$ cat src/rtl/scsi_cc_pkg.sv
package scsi_cc_pkg;

    typedef enum logic [2:0] {
        S_IDLE,
        S_STAT_WAIT,
        S_STAT_ACK,
        S_MSG_WAIT,
        S_MSG_ACK,
        S_MSG_HOLD
    } seq_state_t;

    // phase code {msg, cd, io}
    localparam logic [2:0] PH_STATUS = 3'b011;
    localparam logic [2:0] PH_MSG_IN = 3'b111;

    localparam int IRQ_FC   = 0;
    localparam int IRQ_BS   = 1;
    localparam int IRQ_DISC = 2;
    localparam int IRQ_BYTE = 3;
    localparam int IRQ_ILL  = 4;
    localparam int IRQ_N    = 5;

endpackage

$ cat src/rtl/scsi_cc_fifo.sv
module scsi_cc_fifo #(
    parameter int DW    = 8,
    parameter int DEPTH = 4
) (
    input  logic          clk,
    input  logic          rst_n,
    input  logic          push,
    input  logic [DW-1:0] push_data,
    input  logic          pop,
    output logic [DW-1:0] pop_data,
    output logic          empty,
    output logic          full
);
    localparam int AW = (DEPTH > 1) ? $clog2(DEPTH) : 1;
    localparam logic [AW-1:0] LAST = AW'(DEPTH - 1);
    localparam logic [AW:0]   FULL_CNT = (AW+1)'(DEPTH);

    logic [DW-1:0] mem [DEPTH];
    logic [AW-1:0] wp, rp;
    logic [AW:0]   cnt;
    logic          do_push, do_pop;

    assign empty    = (cnt == '0);
    assign full     = (cnt == FULL_CNT);
    assign do_push  = push && !full;
    assign do_pop   = pop && !empty;
    assign pop_data = mem[rp];

    always_ff @(posedge clk or negedge rst_n) begin
        if (!rst_n) begin
            wp  <= '0;
            rp  <= '0;
            cnt <= '0;
        end else begin
            if (do_push) wp <= (wp == LAST) ? '0 : wp + AW'(1);
            if (do_pop)  rp <= (rp == LAST) ? '0 : rp + AW'(1);
            unique case ({do_push, do_pop})
                2'b10:   cnt <= cnt + (AW+1)'(1);
                2'b01:   cnt <= cnt - (AW+1)'(1);
                default: cnt <= cnt;
            endcase
        end
    end

    always_ff @(posedge clk) begin
        if (do_push) mem[wp] <= push_data;
    end

    // the sequencer must never offer a byte the buffer cannot hold
    p_no_push_full_r13: assert property (@(posedge clk) disable iff (!rst_n)
        push |-> !full);

endmodule

$ cat src/rtl/scsi_cc_irq.sv
module scsi_cc_irq #(
    parameter int N = 5
) (
    input  logic         clk,
    input  logic         rst_n,
    input  logic [N-1:0] set,
    input  logic         clr,
    output logic [N-1:0] flags
);
    always_ff @(posedge clk or negedge rst_n) begin
        if (!rst_n) flags <= '0;
        else        flags <= (clr ? '0 : flags) | set;
    end

    for (genvar i = 0; i < N; i++) begin : g_chk
        p_set_wins_r11: assert property (@(posedge clk) disable iff (!rst_n)
            set[i] |=> flags[i]);
        p_sticky_r11: assert property (@(posedge clk) disable iff (!rst_n)
            (flags[i] && !clr) |=> flags[i]);
    end

endmodule

$ cat src/rtl/scsi_cc_fsm.sv
module scsi_cc_fsm
    import scsi_cc_pkg::*;
#(
    parameter int CNT_W = 8
) (
    input  logic             clk,
    input  logic             rst_n,
    input  logic             cmd_complete,
    input  logic             cmd_accept,
    input  logic             set_atn,
    input  logic             dma_en,
    input  logic [CNT_W-1:0] msg_len,
    input  logic             bus_bsy,
    input  logic             bus_req,
    input  logic [2:0]       phase,
    input  logic             fifo_empty,
    input  logic             fifo_full,
    output logic             push,
    output logic             ack_o,
    output logic             atn_o,
    output logic [IRQ_N-1:0] ev
);
    localparam logic [CNT_W-1:0] ONE = CNT_W'(1);

    seq_state_t       st, nxt;
    logic [CNT_W-1:0] cnt, cnt_nxt;
    logic             dma_l, dma_nxt;
    logic             gate;

    // state register
    always_ff @(posedge clk or negedge rst_n) begin
        if (!rst_n) begin
            st    <= S_IDLE;
            cnt   <= ONE;
            dma_l <= 1'b0;
            atn_o <= 1'b0;
        end else begin
            st    <= nxt;
            cnt   <= cnt_nxt;
            dma_l <= dma_nxt;
            if (ev[IRQ_DISC])  atn_o <= 1'b0;
            else if (set_atn)  atn_o <= 1'b1;
        end
    end

    assign ack_o = (st == S_STAT_ACK) || (st == S_MSG_ACK) || (st == S_MSG_HOLD);

    // next state and outputs
    always_comb begin
        nxt     = st;
        cnt_nxt = cnt;
        dma_nxt = dma_l;
        push    = 1'b0;
        ev      = '0;
        gate    = dma_l ? fifo_empty : !fifo_full;
        unique case (st)
            S_IDLE: begin
                if (cmd_complete) begin
                    nxt     = S_STAT_WAIT;
                    dma_nxt = dma_en;
                    cnt_nxt = (dma_en && msg_len != '0) ? msg_len : ONE;
                end
            end
            S_STAT_WAIT: begin
                if (!bus_bsy) begin
                    ev[IRQ_DISC] = 1'b1;
                    nxt          = S_IDLE;
                end else if (bus_req) begin
                    if (phase != PH_STATUS) begin
                        ev[IRQ_BS] = 1'b1;
                        nxt        = S_IDLE;
                    end else if (gate) begin
                        push         = 1'b1;
                        ev[IRQ_BYTE] = !dma_l;
                        nxt          = S_STAT_ACK;
                    end
                end
            end
            S_STAT_ACK: begin
                if (!bus_bsy) begin
                    ev[IRQ_DISC] = 1'b1;
                    nxt          = S_IDLE;
                end else if (!bus_req) begin
                    nxt = S_MSG_WAIT;
                end
            end
            S_MSG_WAIT: begin
                if (!bus_bsy) begin
                    ev[IRQ_DISC] = 1'b1;
                    nxt          = S_IDLE;
                end else if (bus_req) begin
                    if (phase != PH_MSG_IN) begin
                        ev[IRQ_BS] = 1'b1;
                        nxt        = S_IDLE;
                    end else if (gate) begin
                        push         = 1'b1;
                        ev[IRQ_BYTE] = !dma_l;
                        if (cnt <= ONE) begin
                            ev[IRQ_FC] = 1'b1;
                            nxt        = S_MSG_HOLD;
                        end else begin
                            cnt_nxt = cnt - ONE;
                            nxt     = S_MSG_ACK;
                        end
                    end
                end
            end
            S_MSG_ACK: begin
                if (!bus_bsy) begin
                    ev[IRQ_DISC] = 1'b1;
                    nxt          = S_IDLE;
                end else if (!bus_req) begin
                    nxt = S_MSG_WAIT;
                end
            end
            S_MSG_HOLD: begin
                if (!bus_bsy) begin
                    ev[IRQ_DISC] = 1'b1;
                    nxt          = S_IDLE;
                end else if (cmd_accept) begin
                    nxt = S_IDLE;
                end
            end
            default: nxt = S_IDLE;
        endcase
        ev[IRQ_ILL] = (cmd_complete && st != S_IDLE) ||
                      (cmd_accept && st != S_MSG_HOLD);
    end

    p_fc_holds_ack_r5: assert property (@(posedge clk) disable iff (!rst_n)
        ev[IRQ_FC] |=> ack_o);
    p_accept_drops_ack_r6: assert property (@(posedge clk) disable iff (!rst_n)
        (st == S_MSG_HOLD && cmd_accept && bus_bsy) |=> !ack_o);
    p_disc_release_r7: assert property (@(posedge clk) disable iff (!rst_n)
        (st != S_IDLE && !bus_bsy) |=> (!ack_o && !atn_o));
    p_dma_one_at_a_time_r8: assert property (@(posedge clk) disable iff (!rst_n)
        (push && dma_l) |-> fifo_empty);

endmodule

$ cat src/rtl/scsi_cc_seq.sv
module scsi_cc_seq
    import scsi_cc_pkg::*;
#(
    parameter int DW         = 8,
    parameter int FIFO_DEPTH = 4,
    parameter int CNT_W      = 8
) (
    input  logic             clk,
    input  logic             rst_n,
    input  logic             cmd_complete,
    input  logic             cmd_accept,
    input  logic             set_atn,
    input  logic             int_clr,
    input  logic             dma_en,
    input  logic [CNT_W-1:0] msg_len,
    input  logic             bus_bsy,
    input  logic             bus_req,
    input  logic             bus_msg,
    input  logic             bus_cd,
    input  logic             bus_io,
    input  logic [DW-1:0]    bus_data,
    output logic             bus_ack,
    output logic             bus_atn,
    input  logic             fifo_pop,
    output logic [DW-1:0]    fifo_data,
    output logic             fifo_empty,
    output logic             dma_req,
    output logic [IRQ_N-1:0] irq_flags,
    output logic             irq
);
    logic             push, full;
    logic [IRQ_N-1:0] ev;

    scsi_cc_fsm #(.CNT_W(CNT_W)) u_fsm (
        .clk          (clk),
        .rst_n        (rst_n),
        .cmd_complete (cmd_complete),
        .cmd_accept   (cmd_accept),
        .set_atn      (set_atn),
        .dma_en       (dma_en),
        .msg_len      (msg_len),
        .bus_bsy      (bus_bsy),
        .bus_req      (bus_req),
        .phase        ({bus_msg, bus_cd, bus_io}),
        .fifo_empty   (fifo_empty),
        .fifo_full    (full),
        .push         (push),
        .ack_o        (bus_ack),
        .atn_o        (bus_atn),
        .ev           (ev)
    );

    scsi_cc_fifo #(.DW(DW), .DEPTH(FIFO_DEPTH)) u_fifo (
        .clk       (clk),
        .rst_n     (rst_n),
        .push      (push),
        .push_data (bus_data),
        .pop       (fifo_pop),
        .pop_data  (fifo_data),
        .empty     (fifo_empty),
        .full      (full)
    );

    scsi_cc_irq #(.N(IRQ_N)) u_irq (
        .clk   (clk),
        .rst_n (rst_n),
        .set   (ev),
        .clr   (int_clr),
        .flags (irq_flags)
    );

    assign dma_req = dma_en && !fifo_empty;
    assign irq     = |irq_flags;

endmodule

$ cat config.mk
export PLATFORM = sky130hd
export DESIGN_NAME = scsi_cc_seq
export DESIGN_NICKNAME = d
export VERILOG_FILES = /design/src/rtl/scsi_cc_pkg.sv /design/src/rtl/scsi_cc_fifo.sv /design/src/rtl/scsi_cc_irq.sv /design/src/rtl/scsi_cc_fsm.sv /design/src/rtl/scsi_cc_seq.sv
export SDC_FILE = /design/constraint.sdc
export NUM_CORES = 1
export LEC_CHECK = 0
export CAP_MARGIN = 20
export CORE_MARGIN = 3
export CORE_UTILIZATION = 57
export DETAILED_ROUTE_END_ITERATION = 16
export PLACE_DENSITY = 0.84
export SYNTH_ARGS = -nofsm -noshare
export SYNTH_HDL_FRONTEND = slang
export SYNTH_SLANG_ARGS = --single-unit
$ cat constraint.sdc
create_clock -name clk -period 3.5 [get_ports clk]
set_input_delay 0.35 -clock clk [delete_from_list [all_inputs] [get_ports clk]]
set_output_delay 0.35 -clock clk [all_outputs]
set_load 0.1 [all_outputs]
==> results of run 1 <==
state kept, by name, summed over array words and instances (netlist names):
register,count
u_fifo.cnt,3
u_fifo.wp,2
u_fsm.atn_o,1
u_irq.flags,5
u_fsm.cnt,8
u_fsm.dma_l,1
u_fifo.rp,2
u_fsm.st,3
u_fifo.mem,32
layout make-up:
| type | count | share of cell area |
|---|---|---|
| clock buffer | 10 | 0.0353 |
| clock inverter | 6 | 0.0163 |
| inverter | 18 | 0.0187 |
| multi-input combinational | 149 | 0.339 |
| sequential | 57 | 0.440 |
| tap | 67 | 0.0232 |
| timing repair buffer | 47 | 0.128 |
worst max-delay path, cell delays in order, from the launching register on:
cell,delay [ps]
dfrtp_1,450
nor3_2,280
clkdlybuf4s50_1,1180
cells by family (layout without fill, tap and decap cells):
group / count (synthesis) / in the layout / synth area share
simple gates: 75 / 75 / 0.149
flops: 57 / 57 / 0.543
fa+ha+maj: 10 / 10 / 0.0445
buf+inv: 28 / 81 / 0.0410
compound gates: 43 / 43 / 0.115
mux: 17 / 17 / 0.0958
xor+xnor: 4 / 4 / 0.0120
how the worst max path moves through the flow:
stage,startpoint,endpoint,slack (ps),cells past startpoint
after floorplan,u_fifo.cnt[1]$_DFFE_PN0P_,dma_req,550,2
after global placement,bus_bsy,u_fifo.cnt[2]$_DFFE_PN0P_,930,10
after detailed placement,bus_bsy,u_fifo.cnt[2]$_DFFE_PN0P_,830,10
after CTS,u_fifo.cnt[1]$_DFFE_PN0P_,fifo_empty,900,2
after global routing,u_fsm.st[2]$_DFFE_PN0P_,u_fifo.cnt[2]$_DFFE_PN0P_,760,10
final,u_fifo.cnt[1]$_DFFE_PN0P_,fifo_empty,900,2
per-stage QoR:
stage	power [mW]	utilization	worst slack, ps	std cells	hold WS [ps]
after global routing	3.41	0.745	761	354	322
after detailed placement	2.66	0.707	832	338	492
after CTS	3.25	0.745	898	354	301
final	3.24	0.745	902	354	316
after floorplan	2.34	-	548	234	54.4
after global placement	2.63	0.701	933	337	482
routing by layer:
layer / GRT usage / vias to the layer above
met5: 0 / -
met4: 0.109 / 0
met3: 0.0452 / 12
met2: 0.305 / 74
met1: 0.306 / 1017
li1: - / 992
power by group:
group	total (mW)	internal [mW]	leakage, nW	switching [mW]
logic	1.60	0.544	0.720	1.05
clock network	0.576	0.323	0.0897	0.253
registers	1.06	0.836	0.599	0.228
synth_stat cells (all sizes together), types with 2 or more instances:
master,instances,share of area
o221ai,3,0.0090
and3,2,0.0043
nand2b,3,0.0064
inv,18,0.023
dfrtp,24,0.21
xor2,3,0.0090
a21oi,6,0.010
a31oi,5,0.011
and3b,2,0.0060
or3b,2,0.0068
and2,4,0.0085
o21ai,6,0.012
or3,3,0.0064
buf,9,0.017
nor3,11,0.019
nand2,13,0.017
nor2,11,0.014
a21o,2,0.0051
nand4b,2,0.0060
nand3b,2,0.0051
a211oi,2,0.0051
ha,8,0.034
a22o,2,0.0060
o211a,2,0.0068
nand3,8,0.014
or4,2,0.0064
o22ai,2,0.0043
mux2,8,0.031
mux4,8,0.062
nor4,4,0.014
edfxtp,32,0.33
a32oi,2,0.0060
==> run metrics, run 1 <==
Yosys cell types=62; Core Area=around 4800 um^2; Final #Nets=320; Slew @ Worst Pin=between 900 and 1000 ps; Post-CTS Setup Inserts=0; placed cell area=3430 um^2; Global Route Usage Sum=0.213; syn avg cell area=12.5 um^2; RSZ-0062 raised after global routing=no; Startpoint Class=register; Die Ht=roughly 78 um; fin crit period=2600 ps; pwr dens=around 900 nW/um^2; worst reg2reg path depth=8; TritonCTS Buffers=9; fin area=3610 um^2; clk sinks=57; CTS Root Cell=clkbuf_8; EDFF count, synth=32; Crit Path Max Fanout=5; Worst R2R Start=u_fsm.st[2]$_DFFE_PN0P_; final hold vios=0; 1st-iter DRT viols=135; CP Capture Type=output pin; Worst R2R Setup Slack=1000 ps; Seq/Total Area, Yosys=0.543; cts hold-fix bufs=0; drt wl/cell=between 15 and 20 um; ys flop type=edfxtp_1; Max Slew Vio Count=0; status=finished, final reports clean; Port Buffers=46; most frequent cells in the layout=clkdlybuf4s50_1, edfxtp_1, dfrtp_1; Max-Slew Margin vs Limit=0.345; multi-input logic area=roughly 1200 um^2; layout cell share with drive strength beyond 1=0.171; DRT Pass-1 Iters=4; Pleak=1.41 nW; Storage cell area=around 1600 um^2; area delta synth->final=23.4%; CTS H-tree lvls=3; Die ar.=6030 um^2; DR top layer=met4; first-pass GRT wire length=a little under 10000 um; CTS max path bufs=2; ys async rst share=0.439; fill count=331; ANT cells=0; post-cts resize count=0; metal3 WL=347 um; Synth Warn #=0; DRC Markers=0; worst hold path class=in2async; Req. time, crit path=3150 ps; metal2 WL=2690 um; Metal-1 WL=2710 um; Worst-Skew Late Latency=about 330 ps; total number of vias=2095; number of antenna violations at the first check in global routing=0; vias in the first global route=2049; dpl hpwl=~4100 um; largest net degree at the start of global routing=22; setup_tns=0 ps; kind of critical path=reg2out; Final setup violation count=0; row cnt=25; Max-Cap Viols=0; post-synthesis instance total=~230; Syn Nets=272; CTS tree=done; synthesized flop and latch total=57; gpl congestion=0.894; synthesized area=2930 um^2; VDD IR max=approximately 0.81 mV; most common cell after layout, fill and taps aside=clkdlybuf4s50_1; post-route ant nets=0; Critical Path AT=~2300 ps; fmax=0.385 GHz; GRT Residual Overflow=0; Tcrit/Tclk final=0.742; Starting Density=0.604; Die X=77.7 um; clk slew on worst S/H paths=60 ps; vias per inst=5.92; Final Skew=a little under 7 ps; I/O pins=47; reg2reg end=u_fifo.cnt[1]$_DFFE_PN0P_; Detailed Route WL=5880 um
No activity file was read; power rests on OpenSTA's default activity.
==> inputs of run 2 (changes only) <==
CORE_UTILIZATION = 53   (was 57)
PLACE_DENSITY = 0.79   (was 0.84)
clock period = 2.4 ns   (was 3.5 ns; I/O delays follow)
==> run metrics, run 2 (synthesized netlist as in run 1, its figures left out) <==
Final setup violation count=0 (unchanged); Worst R2R Start=u_fifo.cnt[1]$_DFFE_PN0P_; Worst R2R Setup Slack=180 ps (-820 ps); clk slew on worst S/H paths=60 ps (about the same); fill count=365 (+10%); Final Skew=5.52 ps (-1.29 ps); area delta synth->final=28.2%; cts hold-fix bufs=0 (unchanged); clk sinks=57 (unchanged); Storage cell area=1590 um^2 (about the same); max reg flops=32 (unchanged); cell chain of the critical path=or3b_4 -> nand2_2 -> nor4_4 -> inv_1 -> ha_4 -> inv_2 -> fa_2 -> xor2_1 -> nor2_1 -> xor2_1; Starting Density=0.559 (-0.0448); worst setup path startpoint=u_fifo.cnt[1]$_DFFE_PN0P_; CTS tree=done; Req. time, crit path=2650 ps (-500 ps); DRT Pass-1 Iters=4 (unchanged); dpl hpwl=4280 um (+4.0%); setup_tns=0 ps (unchanged); final worst slack=179 ps (-723 ps); fin crit period=2220 ps; Top Family by Delay on Critical Path=simple AND/OR/NAND/NOR gates; WHS=280 ps (-36.0 ps); post-cts resize count=0 (unchanged); most common cell after layout, fill and taps aside=edfxtp_1; Critical Path AT=2470 ps (+220 ps); vias per inst=5.77 (-2.6%); Slew @ Worst Pin=570 ps (-408 ps); I/O pins=47 (unchanged); Core Area=5240 um^2 (+8.0%); gpl congestion=0.824 (-7.8%); Startpoint Class=register; Max-Cap Viols=0 (unchanged); status=finished, final reports clean; row cnt=26 (+4.0%); kind of critical path=reg2reg; drt wl/cell=16.5 um (-0.58%); slowest cell on the critical path=dfrtp_1; Max-Slew Margin vs Limit=0.620 (+0.274); post-route ant nets=0 (unchanged); CTS Root Cell=clkbuf_8; Crit path largest cell delay=460 ps (-720 ps); CTS max path bufs=2 (unchanged); worst reg2reg path depth=10 (+2); Post-CTS Setup Inserts=0 (unchanged); Pleak=1.48 nW (+5.4%); final hold vios=0 (unchanged); GRT Residual Overflow=0 (unchanged); final design utilization=0.716 (-0.0286); pre-CTS setup slack=19.3 ps (-813 ps); placed cell area=3520 um^2 (+2.6%); CTS H-tree lvls=3 (unchanged); most frequent cells in the layout=edfxtp_1, clkdlybuf4s50_1, buf_4; vias in the first global route=2153 (+5.1%); fin area=3750 um^2 (+3.9%); DRC Markers=0 (unchanged); total number of vias=2110 (+0.72%); Placed Cells incl. Taps=350 (+3.6%); Final Power=5.08 mW (+57%); Crit path top cell by count=xor2_1; multi-input logic area=1260 um^2 (+2.9%); Final #Nets=329 (+2.8%); Die X=80.3 um (+3.4%); largest net degree at the start of global routing=26 (+18%); 1st-iter DRT viols=91 (-33%); Port Buffers=46 (unchanged); Crit Path Max Fanout=5 (unchanged); Tcrit/Tclk final=0.926; Regs by FF count=u_fifo.mem x32, u_fsm.cnt x8, u_irq.flags x5; worst hold path class=in2async; fin cells=366 (+3.4%); first-pass GRT wire length=10100 um (+3.6%); Detailed Route WL=6050 um (+2.8%); CP Capture Type=register; Global Route Usage Sum=0.213 (about the same); Max Slew Vio Count=0 (unchanged); fmax=0.450 GHz; TritonCTS Buffers=9 (unchanged); Buf/Inv on CP=2 (+1); Worst-Skew Late Latency=320 ps (about the same); layout cell share with drive strength beyond 1=0.250 (+0.0793); Die ar.=6450 um^2 (+7.0%); pwr dens=1350 nW/um^2 (+51%); register name with the most flops=u_fifo.mem; number of antenna violations at the first check in global routing=0 (unchanged); Die Ht=80.3 um (+3.4%); RSZ-0062 raised after global routing=no; ANT cells=0 (unchanged); reg2reg end=u_fifo.cnt[2]$_DFFE_PN0P_; VDD IR max=1.18 mV (+46%)
run 2: cell count changes in the layout (fill, tap and decap cells not counted), sizes merged:
cell / change
clkdlybuf4s50: -8
clkinvlp: -1
clkinv: -1
bufinv: +2
buf: +17
run 2: final cells by class:
class / instances / share of cell area
Tap cell: 70 / 0.0233
Timing Repair Buffer: 56 / 0.137
Clock inverter: 6 / 0.0283
Inverter: 18 / 0.0180
Sequential cell: 57 / 0.423
Clock buffer: 10 / 0.0340
Multi-Input combinational cell: 149 / 0.335
run 2: power by group:
| part | total [mW] | switching [mW] | leakage (nW) | internal [mW] |
|---|---|---|---|---|
| combinational | 2.54 | 1.65 | 0.773 | 0.892 |
| clock | 1.06 | 0.373 | 0.114 | 0.684 |
| sequential | 1.48 | 0.255 | 0.598 | 1.22 |
| total | 5.08 | 2.28 | 1.48 | 2.80 |
run 2: worst max-delay path by stage:
stage,cells after the start,slack (ps),to
after global routing,10,20,u_fifo.cnt[2]$_DFFE_PN0P_
after detailed placement,10,20,u_fifo.cnt[2]$_DFFE_PN0P_
after CTS,10,110,u_fifo.cnt[2]$_DFFE_PN0P_
after global placement,10,120,u_fifo.cnt[2]$_DFFE_PN0P_
after floorplan,9,-30,u_fifo.cnt[2]$_DFFE_PN0P_
final,10,180,u_fifo.cnt[2]$_DFFE_PN0P_
run 2: worst register-to-register path, delay by kind of cell (launching register included):
kind                       cells  cell delay (ps)
and+or+nand+nor                4              780
adders and majority gates      2              470
DFF                            1              460
xor gates and xnor gates       2              300
buffers and inverters          2              130
run 2: routing by layer:
layer  wire length (um)  share of wire  up-vias  track usage
li1                   -              -     1013            -
met1               2580           0.43     1036        0.261
met2               3090           0.51       53        0.355
met3                296          0.049        8       0.0650
met4                 78          0.013        0       0.0743
met5                  0              0        -            0
